<file path="src/rtl/sram_ctrl_pkg.sv">
`timescale 1ns/1ps
package sram_ctrl_pkg;

  typedef enum logic [1:0] {
    ST_IDLE     = 2'd0,
    ST_RD_WAIT  = 2'd1,
    ST_WR_PULSE = 2'd2,
    ST_WR_GUARD = 2'd3
  } seq_state_t;

  // Whole clock cycles covering t_ns, never fewer than one.
  function automatic int cycles_for(input int t_ns, input int clk_ns);
    int c;
    c = (t_ns + clk_ns - 1) / clk_ns;
    if (c < 1) c = 1;
    return c;
  endfunction

  function automatic int max_of(input int a, input int b);
    return (a > b) ? a : b;
  endfunction

endpackage

</file>
<file path="src/rtl/sram_wait_timer.sv">
`timescale 1ns/1ps
module sram_wait_timer #(
  parameter int CNT_W = 3
) (
  input  logic             clk,
  input  logic             rst,
  input  logic             load,
  input  logic [CNT_W-1:0] load_val,
  output logic             expired
);

  logic [CNT_W-1:0] cnt_q;

  always_ff @(posedge clk) begin
    if (rst) begin
      cnt_q <= '0;
    end else if (load) begin
      cnt_q <= load_val;
    end else if (cnt_q != '0) begin
      cnt_q <= cnt_q - 1'b1;
    end
  end

  assign expired = (cnt_q == '0);

endmodule

</file>
<file path="src/rtl/sram_seq.sv">
`timescale 1ns/1ps
module sram_seq
  import sram_ctrl_pkg::*;
#(
  parameter int ADDR_W = 16,
  parameter int DATA_W = 4,
  parameter int CNT_W  = 3,
  parameter int RD_CYC = 2,
  parameter int WP_CYC = 2,
  parameter int GD_CYC = 1
) (
  input  logic              clk,
  input  logic              rst,
  input  logic              req_valid,
  input  logic              req_write,
  input  logic [ADDR_W-1:0] req_addr,
  input  logic [DATA_W-1:0] req_wdata,
  output logic              req_ready,
  input  logic              tmr_expired,
  output logic              tmr_load,
  output logic [CNT_W-1:0]  tmr_val,
  output logic              cap_en,
  output logic              ce_n,
  output logic              we_n,
  output logic              oe_n,
  output logic [ADDR_W-1:0] addr,
  output logic [DATA_W-1:0] dq_out,
  output logic              dq_oe
);

  localparam logic [CNT_W-1:0] RD_LOAD = CNT_W'(RD_CYC - 1);
  localparam logic [CNT_W-1:0] WP_LOAD = CNT_W'(WP_CYC - 1);
  localparam logic [CNT_W-1:0] GD_LOAD = CNT_W'(GD_CYC - 1);

  seq_state_t state_q;

  // Timer is reloaded when an operation starts and when a write enters its guard.
  always_comb begin
    tmr_load = 1'b0;
    tmr_val  = GD_LOAD;
    if (state_q == ST_IDLE && req_valid) begin
      tmr_load = 1'b1;
      tmr_val  = req_write ? WP_LOAD : RD_LOAD;
    end else if (state_q == ST_WR_PULSE && tmr_expired) begin
      tmr_load = 1'b1;
      tmr_val  = GD_LOAD;
    end
  end

  assign cap_en    = (state_q == ST_RD_WAIT) && tmr_expired;
  assign req_ready = (state_q == ST_IDLE);

  always_ff @(posedge clk) begin
    if (rst) begin
      state_q <= ST_IDLE;
      ce_n    <= 1'b1;
      we_n    <= 1'b1;
      oe_n    <= 1'b1;
      dq_oe   <= 1'b0;
      addr    <= '0;
      dq_out  <= '0;
    end else begin
      case (state_q)
        ST_IDLE: begin
          we_n  <= 1'b1;
          oe_n  <= 1'b1;
          dq_oe <= 1'b0;
          if (req_valid) begin
            addr <= req_addr;
            ce_n <= 1'b0;
            if (req_write) begin
              we_n    <= 1'b0;
              dq_oe   <= 1'b1;
              dq_out  <= req_wdata;
              state_q <= ST_WR_PULSE;
            end else begin
              oe_n    <= 1'b0;
              state_q <= ST_RD_WAIT;
            end
          end else begin
            ce_n <= 1'b1;
          end
        end
        ST_RD_WAIT: begin
          if (tmr_expired) begin
            oe_n    <= 1'b1;
            state_q <= ST_IDLE;
          end
        end
        ST_WR_PULSE: begin
          if (tmr_expired) begin
            we_n    <= 1'b1;
            state_q <= ST_WR_GUARD;
          end
        end
        ST_WR_GUARD: begin
          if (tmr_expired) begin
            dq_oe   <= 1'b0;
            state_q <= ST_IDLE;
          end
        end
        default: state_q <= ST_IDLE;
      endcase
    end
  end

endmodule

</file>
<file path="src/rtl/sram_rd_capture.sv">
`timescale 1ns/1ps
module sram_rd_capture #(
  parameter int DATA_W = 4
) (
  input  logic              clk,
  input  logic              rst,
  input  logic              cap_en,
  input  logic [DATA_W-1:0] dq_in,
  output logic              rsp_valid,
  output logic [DATA_W-1:0] rsp_rdata
);

  always_ff @(posedge clk) begin
    if (rst) begin
      rsp_valid <= 1'b0;
      rsp_rdata <= '0;
    end else begin
      rsp_valid <= cap_en;
      if (cap_en) rsp_rdata <= dq_in;
    end
  end

endmodule

</file>
<file path="src/rtl/sram_cycle_ctrl.sv">
`timescale 1ns/1ps
module sram_cycle_ctrl
  import sram_ctrl_pkg::*;
#(
  parameter int ADDR_W   = 16,
  parameter int DATA_W   = 4,
  parameter int CLK_NS   = 8,
  parameter int T_ACC_NS = 15,
  parameter int T_OE_NS  = 8,
  parameter int T_WP_NS  = 10,
  parameter int T_DW_NS  = 9,
  parameter int T_WC_NS  = 15
) (
  input  logic              clk,
  input  logic              rst,
  input  logic              req_valid,
  output logic              req_ready,
  input  logic              req_write,
  input  logic [ADDR_W-1:0] req_addr,
  input  logic [DATA_W-1:0] req_wdata,
  output logic              rsp_valid,
  output logic [DATA_W-1:0] rsp_rdata,
  output logic              sram_ce_n,
  output logic              sram_we_n,
  output logic              sram_oe_n,
  output logic [ADDR_W-1:0] sram_addr,
  output logic [DATA_W-1:0] sram_dq_out,
  output logic              sram_dq_oe,
  input  logic [DATA_W-1:0] sram_dq_in
);

  localparam int RD_CYC  = max_of(cycles_for(T_ACC_NS, CLK_NS), cycles_for(T_OE_NS, CLK_NS));
  localparam int WP_CYC  = max_of(cycles_for(T_WP_NS, CLK_NS), cycles_for(T_DW_NS, CLK_NS));
  localparam int WC_CYC  = cycles_for(T_WC_NS, CLK_NS);
  localparam int GD_CYC  = max_of(1, WC_CYC - WP_CYC);
  localparam int CNT_MAX = max_of(RD_CYC, max_of(WP_CYC, GD_CYC));
  localparam int CNT_W   = $clog2(CNT_MAX + 1);

  logic             tmr_load;
  logic [CNT_W-1:0] tmr_val;
  logic             tmr_expired;
  logic             cap_en;

  sram_wait_timer #(.CNT_W(CNT_W)) u_timer (
    .clk      (clk),
    .rst      (rst),
    .load     (tmr_load),
    .load_val (tmr_val),
    .expired  (tmr_expired)
  );

  sram_seq #(
    .ADDR_W (ADDR_W),
    .DATA_W (DATA_W),
    .CNT_W  (CNT_W),
    .RD_CYC (RD_CYC),
    .WP_CYC (WP_CYC),
    .GD_CYC (GD_CYC)
  ) u_seq (
    .clk         (clk),
    .rst         (rst),
    .req_valid   (req_valid),
    .req_write   (req_write),
    .req_addr    (req_addr),
    .req_wdata   (req_wdata),
    .req_ready   (req_ready),
    .tmr_expired (tmr_expired),
    .tmr_load    (tmr_load),
    .tmr_val     (tmr_val),
    .cap_en      (cap_en),
    .ce_n        (sram_ce_n),
    .we_n        (sram_we_n),
    .oe_n        (sram_oe_n),
    .addr        (sram_addr),
    .dq_out      (sram_dq_out),
    .dq_oe       (sram_dq_oe)
  );

  sram_rd_capture #(.DATA_W(DATA_W)) u_cap (
    .clk       (clk),
    .rst       (rst),
    .cap_en    (cap_en),
    .dq_in     (sram_dq_in),
    .rsp_valid (rsp_valid),
    .rsp_rdata (rsp_rdata)
  );

endmodule

</file>
<file path="config.mk">
export PLATFORM = sky130hd
export DESIGN_NAME = sram_cycle_ctrl
export DESIGN_NICKNAME = d
export VERILOG_FILES = /design/src/rtl/sram_ctrl_pkg.sv /design/src/rtl/sram_wait_timer.sv /design/src/rtl/sram_seq.sv /design/src/rtl/sram_rd_capture.sv /design/src/rtl/sram_cycle_ctrl.sv
export SDC_FILE = /design/constraint.sdc
export NUM_CORES = 1
export LEC_CHECK = 0
export ABC_AREA = 1
export BUFFER_PORTS_ARGS = -buffer_cell sky130_fd_sc_hd__buf_2
export CORE_MARGIN = 1.5
export CORE_UTILIZATION = 42
export DETAILED_ROUTE_END_ITERATION = 7
export PLACE_DENSITY = 0.77
export REMOVE_ABC_BUFFERS = 1
export SLEW_MARGIN = 20
export SYNTH_ARGS = -nofsm -noshare
export SYNTH_HDL_FRONTEND = slang
export SYNTH_SLANG_ARGS = --single-unit
</file>
<file path="constraint.sdc">
create_clock -name clk -period 1.5 [get_ports clk]
set_clock_uncertainty 0.2 [all_clocks]
set_input_delay 0.3 -clock clk [delete_from_list [all_inputs] [get_ports clk]]
set_output_delay 0.3 -clock clk [all_outputs]
set_load 0.005 [all_outputs]
</file>
# Word-level counts from Yosys, hierarchy flattened
# Cells that the tools add are included.
[totals] regBits=33 latch_bits=0 ramBits=0 rom_bits=0 out_inout_bits=30 wordCells=57 n_memories=0
[op_classes] add_sub_neg=1 n_mul=0 n_div=0 magnitude_cmp=0 n_eq_ne=8 shift=0 mux=21 bitwise_logic=0 reduce_logical=17
[op_table] op="2-bit two-way mux" n=6
[op_table] op="1-bit two-way mux" n=11
[op_table] op="2-bit nonzero test" n=5
[op_table] op="2-bit by 1-bit != test with 1-bit output, second input constant" n=4
[op_table] op="2-bit AND reduction" n=4
[op_table] op="1-bit one-hot mux with 2 select lines" n=3
[op_table] op="2-bit one-hot mux with 3 select lines" n=1
[op_table] op="3-bit AND reduction" n=2
[op_table] op="2-bit equality test, second input constant" n=2
[op_table] op="2-bit logical NOT" n=2
[op_table] op="1-bit logical AND" n=3
[op_table] op="2-bit by 1-bit equality test with 1-bit output, second input constant" n=1
[op_table] op="2-bit != test, second input constant" n=1
[op_table] op="2-bit OR reduction" n=1
[op_table] op="2-bit by 1-bit subtractor with 2-bit output, second input constant" n=1

# Depth between registers and ports, before layout
# Gate-level depths: netlist of run 1.
[logic_depth] depth_word=5 ltp_mapped=8

# Cells and area by module
# Synthesis of run 1 repeated with hierarchy kept, for this count alone.
[hier_totals] cells_unflattened=181 hier_area_um2=1361.3
[by_module_without_submodules] mod="sram_seq" n_inst=1 cells_per_inst=135 area_each_um2=1039.7 seq_area_each_um2=520.5
[by_module_without_submodules] mod="sram_rd_capture" n_inst=1 cells_per_inst=29 area_each_um2=207.7 seq_area_each_um2=100.1
[by_module_without_submodules] mod="sram_wait_timer" n_inst=1 cells_per_inst=17 area_each_um2=113.9 seq_area_each_um2=40.0

# Worst setup path after synthesis of run 1
# Ideal clock, no wire load.
[synth_path] path_kind="register to register" from="register u_timer.cnt_q[0]" to="register u_seq.oe_n" setup_ps=130 arrival_time_ps=1065 required_time_ps=1170 slack_ps=105 stages_incl_launch_ff=8 synth_period_minus_slack_ps=1395 cell_sequence="dfxtp_1 -> inv_1 -> ha_1 -> buf_2 -> nor2_1 -> nor2_1 -> o31ai_1 -> nand3_1"
[synth_via] elab_chain_len=3
[synth_rtl] element="from (decl)" line="sram_wait_timer.sv:12" rtl="logic [CNT_W-1:0] cnt_q;"
[synth_rtl] element="from (signal assigned)" line="sram_wait_timer.sv:18" rtl="cnt_q <= load_val;"
[synth_rtl] element="from (signal assigned)" line="sram_wait_timer.sv:20" rtl="cnt_q <= cnt_q - 1'b1;"
[synth_rtl] element="2-bit logical NOT" line="sram_wait_timer.sv:24" rtl="assign expired = (cnt_q == '0);"
[synth_rtl] element="2-bit by 1-bit != test with 1-bit output (no source line)"
[synth_rtl] element="2-bit AND reduction (no source line)"
[synth_rtl] element="to (signal assigned)" line="sram_seq.sv:58" rtl="oe_n <= 1'b1;"
[synth_rtl] element="to (signal assigned)" line="sram_seq.sv:66" rtl="oe_n <= 1'b1;"
[synth_rtl] element="to (signal assigned)" line="sram_seq.sv:77" rtl="oe_n <= 1'b0;"
[synth_rtl] element="to (decl)" line="sram_seq.sv:25" rtl="output logic oe_n,"
# Every way passes these cells.
# A chain may end at the register's enable or synchronous reset.

# Worst setup path after layout of run 1
[layout_path] from="register u_seq.state_q[1]" to="output port req_ready"
[layout_via] elab_chain_len=1
[layout_rtl] element="from (decl)" line="sram_seq.sv:35" rtl="seq_state_t state_q;"
[layout_rtl] element="from (signal assigned)" line="sram_seq.sv:55" rtl="state_q <= ST_IDLE;"
[layout_rtl] element="from (signal assigned)" line="sram_seq.sv:75" rtl="state_q <= ST_WR_PULSE;"
[layout_rtl] element="from (signal assigned)" line="sram_seq.sv:78" rtl="state_q <= ST_RD_WAIT;"
[layout_rtl] element="2-bit logical NOT" line="sram_seq.sv:51" rtl="assign req_ready = (state_q == ST_IDLE);"
[layout_rtl] element="to (decl)" line="sram_cycle_ctrl.sv:17" rtl="output logic req_ready,"
# Every way passes these cells.

==> impl_metrics.tcl, run 1 <==
set metrics [dict create \
    outcome "finished clean" \
    max_cap_violations 0 \
    reg2reg_from "u_seq.state_q[1]$_SDFFE_PP0P_" \
    ys.flop_type "dfxtp_1" \
    grt_max_degree 19 \
    clockBufferDepth 2 \
    root_buffer "clkbuf_4" \
    crit_type "reg -> out" \
    dp_hpwl_mm 2.05 \
    ir_drop_mv 0.757 \
    place_ws_ns 0.0193 \
    antenna_left 0 \
    holdPathEnd "u_seq.dq_out[1]$_SDFFE_PP0P_" \
    drcViolationCount 0 \
    clkTransAtPathRegs_ns 0.10 \
    initial_core_util 0.441 \
    diodes 0 \
    cp-end-kind "output port" \
    start_kind "flop" \
    r2r-end "u_seq.addr[2]$_SDFFE_PP0P_" \
    overflow 0 \
    wirelength_mm 3.32 \
    whs_path_depth 3 \
    worst_pin_slew_ns 0.242 \
    synth_area_per_cell_um2 8.20 \
    io_buffers 57 \
    timing.hold.ws_ns 0.0232 \
    rsz0062_at_grt "no" \
    cts_tree "yes" \
    synth_largest_area_cell "dfxtp_1" \
    relSlewSlack 0.839 \
    synth_seq_area_share 0.491 \
    fp.dieW_um 59.6 \
    wl_per_cell_um 11.3 \
    core_area_um2 3050 \
    numCtsBuffers 5 \
    grt.total_usage 0.204 \
    fin_crit_ns 1.46 \
    min-delay-start "req_wdata[1]" \
    reg2reg_depth 6 \
    synthCells 164 \
    hold_path_class "in -> reg" \
    finalSetupViolCount 0 \
    postLayoutSetupSlackWorst_ns 0.0405 \
    crit_required_ns 1.00 \
    crit_fanout 3 \
    synthToLayoutAreaGrowth_pct 46.0 \
    max_freq_mhz 685 \
    drtIter0Drc 69 \
    yosysMostFrequentCell "nor2_1" \
    timing.critical_path.from "u_seq.state_q[1]$_SDFFE_PP0P_" \
    ys_warn_count 0 \
    reg2reg_slack_ns 0.10 \
    grt_pass1_vias 1224 \
    leakagePower_nw 0.950 \
    synth_area_leaders "dfxtp_1 (49%), nor2_1 (10%), nor2_2 (4.7%)" \
    firstDrtPassIters 4 \
    slew_viol_final 0 \
    synth.distinct_cells 23 \
    nNetsFinal 279 \
    ios 58 \
    drive_above_1_share 0.365 \
    gp_congestion 0.858 \
    finalHoldViolCount 0 \
    cts_max_level 2 \
    grt_pass1_wl_mm 5.31 \
    rows 20 \
    synth_top_area_frac 0.491 \
    antenna_found_initial 0 \
    viasPerCell 4.67 \
    synth_seq_cells 33 \
    setup-tns-final_ns 0 \
    insertion_delay_ns 0.33 \
    synth_edf_count 0 \
    synth_area_um2 1350 \
    timing.final.crit_share 0.973 \
    clock-sinks 33 \
    die_y_um 59.6 \
    arrival_ns 0.96 \
    vias 1368 \
    synthTopCellsByCount "nor2_1 (37), dfxtp_1 (33), nand2_1 (15)" \
    power_density_nw_per_um2 1400 \
    async_flop_share 0 \
    die_area_um2 3550 \
]
[registers in the layout, indices dropped and copies added, names as in the netlist, 2 cells and up]
signal	count
u_seq.addr	16
u_seq.state_q	2
u_cap.rsp_rdata	4
u_timer.cnt_q	2
u_seq.dq_out	4
[per-stage QoR]
step,instances,area [um^2],total power [mW],util
after floorplan,157,1290,1.77,-
after global placement,264,1680,2.12,0.550
after detailed placement,264,1680,2.13,0.550
after CTS,289,1920,2.67,0.630
after global routing,293,1960,2.93,0.643
final,293,1960,2.74,0.643
[kinds of logic after synthesis]
| logic type | synth area share |
|---|---|
| flip-flops | 0.491 |
| XOR/XNOR | 0.00651 |
| adder cells (fa/ha/maj) | 0.0186 |
| buffers and inverters | 0.0670 |
| AND/OR/NAND/NOR | 0.285 |
| AO/OA/AOI/OAI | 0.132 |
[worst max-delay path by stage]
stage,slack (ns),endpoint,cells after the start
floorplan,0.07,u_seq.addr[1]$_SDFFE_PP0P_,6
global placement,0.05,u_seq.oe_n$_SDFFE_PP1P_,6
detailed placement,0.02,u_seq.oe_n$_SDFFE_PP1P_,6
CTS,0.002,req_ready,2
global route,0.006,req_ready,2
finish,0.04,req_ready,2
[report_power, final]
group | switching [mW] | leakage, nW | internal [mW]
Clock | 0.285 | 0.0314 | 0.221
Combinational | 0.584 | 0.645 | 0.489
Sequential | 0.103 | 0.274 | 1.06
[area by class of cell]
type / instances / area [um^2]
Inverter: 9 / 38.8
Clock buffer: 7 / 55.1
Timing Repair Buffer: 85 / 549
Sequential cell: 33 / 668
Multi-Input combinational cell: 115 / 597
Fill cell: 280 / 1090
Tap cell: 44 / 55.1
[critical path: stages (launching register included)]
cell,delay [ns]
dfxtp_4,0.38
nor2_8,0.14
buf_6,0.11
[per-layer routing]
layer | vias up | track usage | part of all wire
li1 | 710 | - | -
met1 | 600 | 0.244 | 0.44
met2 | 50 | 0.330 | 0.48
met3 | 8 | 0.0568 | 0.065
met4 | 0 | 0.111 | 0.019
met5 | - | 0 | 0
[placed cells by master (no fill, tap or decap), drive strengths merged, types with 2 or more instances in the layout]
| master | Yosys | final |
|---|---|---|
| o21ai | 21 | 21 |
| nand3 | 11 | 11 |
| ha | 2 | 2 |
| nand2 | 15 | 15 |
| nor2 | 50 | 50 |
| a21oi | 9 | 9 |
| clkbuf | 2 | 7 |
| inv | 9 | 9 |
| dlygate4sd3 | 0 | 19 |
| buf | 5 | 66 |
| dfxtp | 33 | 33 |
[what timing repair did]
item                       in CTS  in global routing
setup endpoints to repair       1                 16
gates resized for setup         4                  2
pin swaps                       1                  2
buffers inserted                0                  4
gates cloned                    0                  0
hold endpoints to repair       19                  0
hold buffers                   19                  0
(Power assumes the default switching activity.)
==> inputs of run 2 (changes only) <==
Settings changed: CORE_ASPECT_RATIO set to 0.7.
==> impl_metrics.tcl, run 2 (synthesis gave the netlist of run 1 again) <==
set metrics [dict create \
    diodes 0 \
    drcViolationCount 0 \
    start_kind "flop" \
    grt.total_usage 0.191 \
    hold_path_class "in -> reg" \
    max_cap_violations 0 \
    cts_tree "yes" \
    largest_reg_flops 16 \
    grt_max_degree 18 \
    gp_congestion 0.875 \
    drtIter0Drc 71 \
    synthToLayoutAreaGrowth_pct 35.3 \
    outcome "finished clean" \
    antenna_found_initial 0 \
    overflow 0 \
    top_register "u_seq.addr" \
    nNetsFinal 260 \
    postCtsHoldBufs 0 \
    min-delay-start "req_addr[0]" \
    viasPerCell 4.86 \
    die_y_um 50.3 \
    arrival_ns 1.46 \
    dp_hpwl_mm 2.27 \
    finalSetupViolCount 0 \
    power_density_nw_per_um2 1600 \
    worst_pin_slew_ns 0.281 \
    io_buffers 57 \
    grt_pass1_wl_mm 5.15 \
    ir_drop_mv 0.771 \
    rsz0062_at_grt "yes" \
    fp.dieW_um 70.6 \
    finalInstanceArea_um2 1820 \
    most-common-layout-cells "buf_2 (56), nor2_1 (37), dfxtp_1 (32)" \
    relSlewSlack 0.812 \
    firstDrtPassIters 4 \
    rows 16 \
    cts_max_level 2 \
    slew_viol_final 0 \
    fin_crit_ns 1.45 \
    crit_type "reg -> reg" \
    reg2reg_from "u_timer.cnt_q[0]$_SDFFE_PP0P_" \
    ios 58 \
    vias 1294 \
    numCtsBuffers 5 \
    insertion_delay_ns 0.28 \
    max_freq_mhz 688 \
    grt_pass1_vias 1143 \
    clock-sinks 33 \
    largestRegisters "u_seq.addr: 16 flops, u_cap.rsp_rdata: 4 flops, u_seq.dq_out: 4 flops" \
    clkTransAtPathRegs_ns 0.07 \
    timing.final.crit_share 0.968 \
    finalHoldViolCount 0 \
    timing.critical_path.from "u_timer.cnt_q[0]$_SDFFE_PP0P_" \
    power_mw 2.92 \
    initial_core_util 0.460 \
    antenna_left 0 \
    root_buffer "clkbuf_8" \
    crit_fanout 3 \
    clockBufferDepth 2 \
    wirelength_mm 3.12 \
    die_area_um2 3560 \
    wl_per_cell_um 11.7 \
    drive_above_1_share 0.400 \
    core_area_um2 2920 \
    leakagePower_nw 0.893 \
    final_common_cell "buf_2" \
    crit_required_ns 1.51 \
    placed_area_um2 1690 \
    cp-end-kind "flop" \
]
[run 2: changes by cell type in the layout (fill, tap and decap cells not counted), moves of 2 or more]
cell	previous run	this run
dlygate4sd3_1	19	0
clkbuf_4	5	0
clkbuf_8	1	6
dfxtp_4	2	0
[run 2: where the power goes]
part	leakage (nW)	switching (mW)	internal, mW
Combinational	0.576	0.609	0.489
Clock	0.0443	0.303	0.364
Sequential	0.273	0.0945	1.06
[run 2: metrics by stage]
stage               hold slack [ns]  worst slack (ns)  cells  setup TNS (ns)  utilization
detailed placement            0.254            0.0371    257               0        0.578
global placement              0.248            0.0400    257               0        0.578
floorplan                     0.169            0.0672    157               0            -
global route                 0.0405           -0.0206    266         -0.0206        0.622
finish                       0.0387            0.0474    266               0        0.622
CTS                          0.0312            0.0185    266               0        0.615
[run 2: cell type report]
cell class              count  area (um^2)
fillers                   262         1100
flip-flops and latches     33          662
multi-input cells         115          616
repair buffers             66          372
clock buffers               7         86.3
well taps                  36         45.0
inverters                   9         38.8
[run 2: worst paths after layout]
kind / endpoint / depth (start not counted) / slack (ns)
worst min register to register: u_cap.rsp_rdata[0]$_SDFFE_PP0P_ / 2 / 0.26
worst min-delay path: u_seq.addr[0]$_SDFFE_PP0P_ / 3 / 0.04
worst max register to register: u_seq.state_q[1]$_SDFFE_PP0P_ / 6 / 0.05
worst max-delay path: u_seq.state_q[1]$_SDFFE_PP0P_ / 6 / 0.05
[run 2: critical path: stages (launching register included)]
cell and delay, ns:
dfxtp_1 0.34, inv_1 0.09, ha_1 0.21, nand3b_1 0.21, nand3_2 0.11, nand2_1 0.07, a21oi_2 0.15
[run 2: metal layers]
metal	vias up	global-route usage	wire length, um
met1	558	0.249	1460
met5	-	0	0
li1	664	-	-
met4	0	0.104	72
met2	63	0.261	1250
met3	9	0.0863	334
[run 2: repair_timing]
action	CTS	global route
buffers inserted	2	0
pin swaps	1	1
endpoints found under the setup margin	1	5
resized for setup	2	4
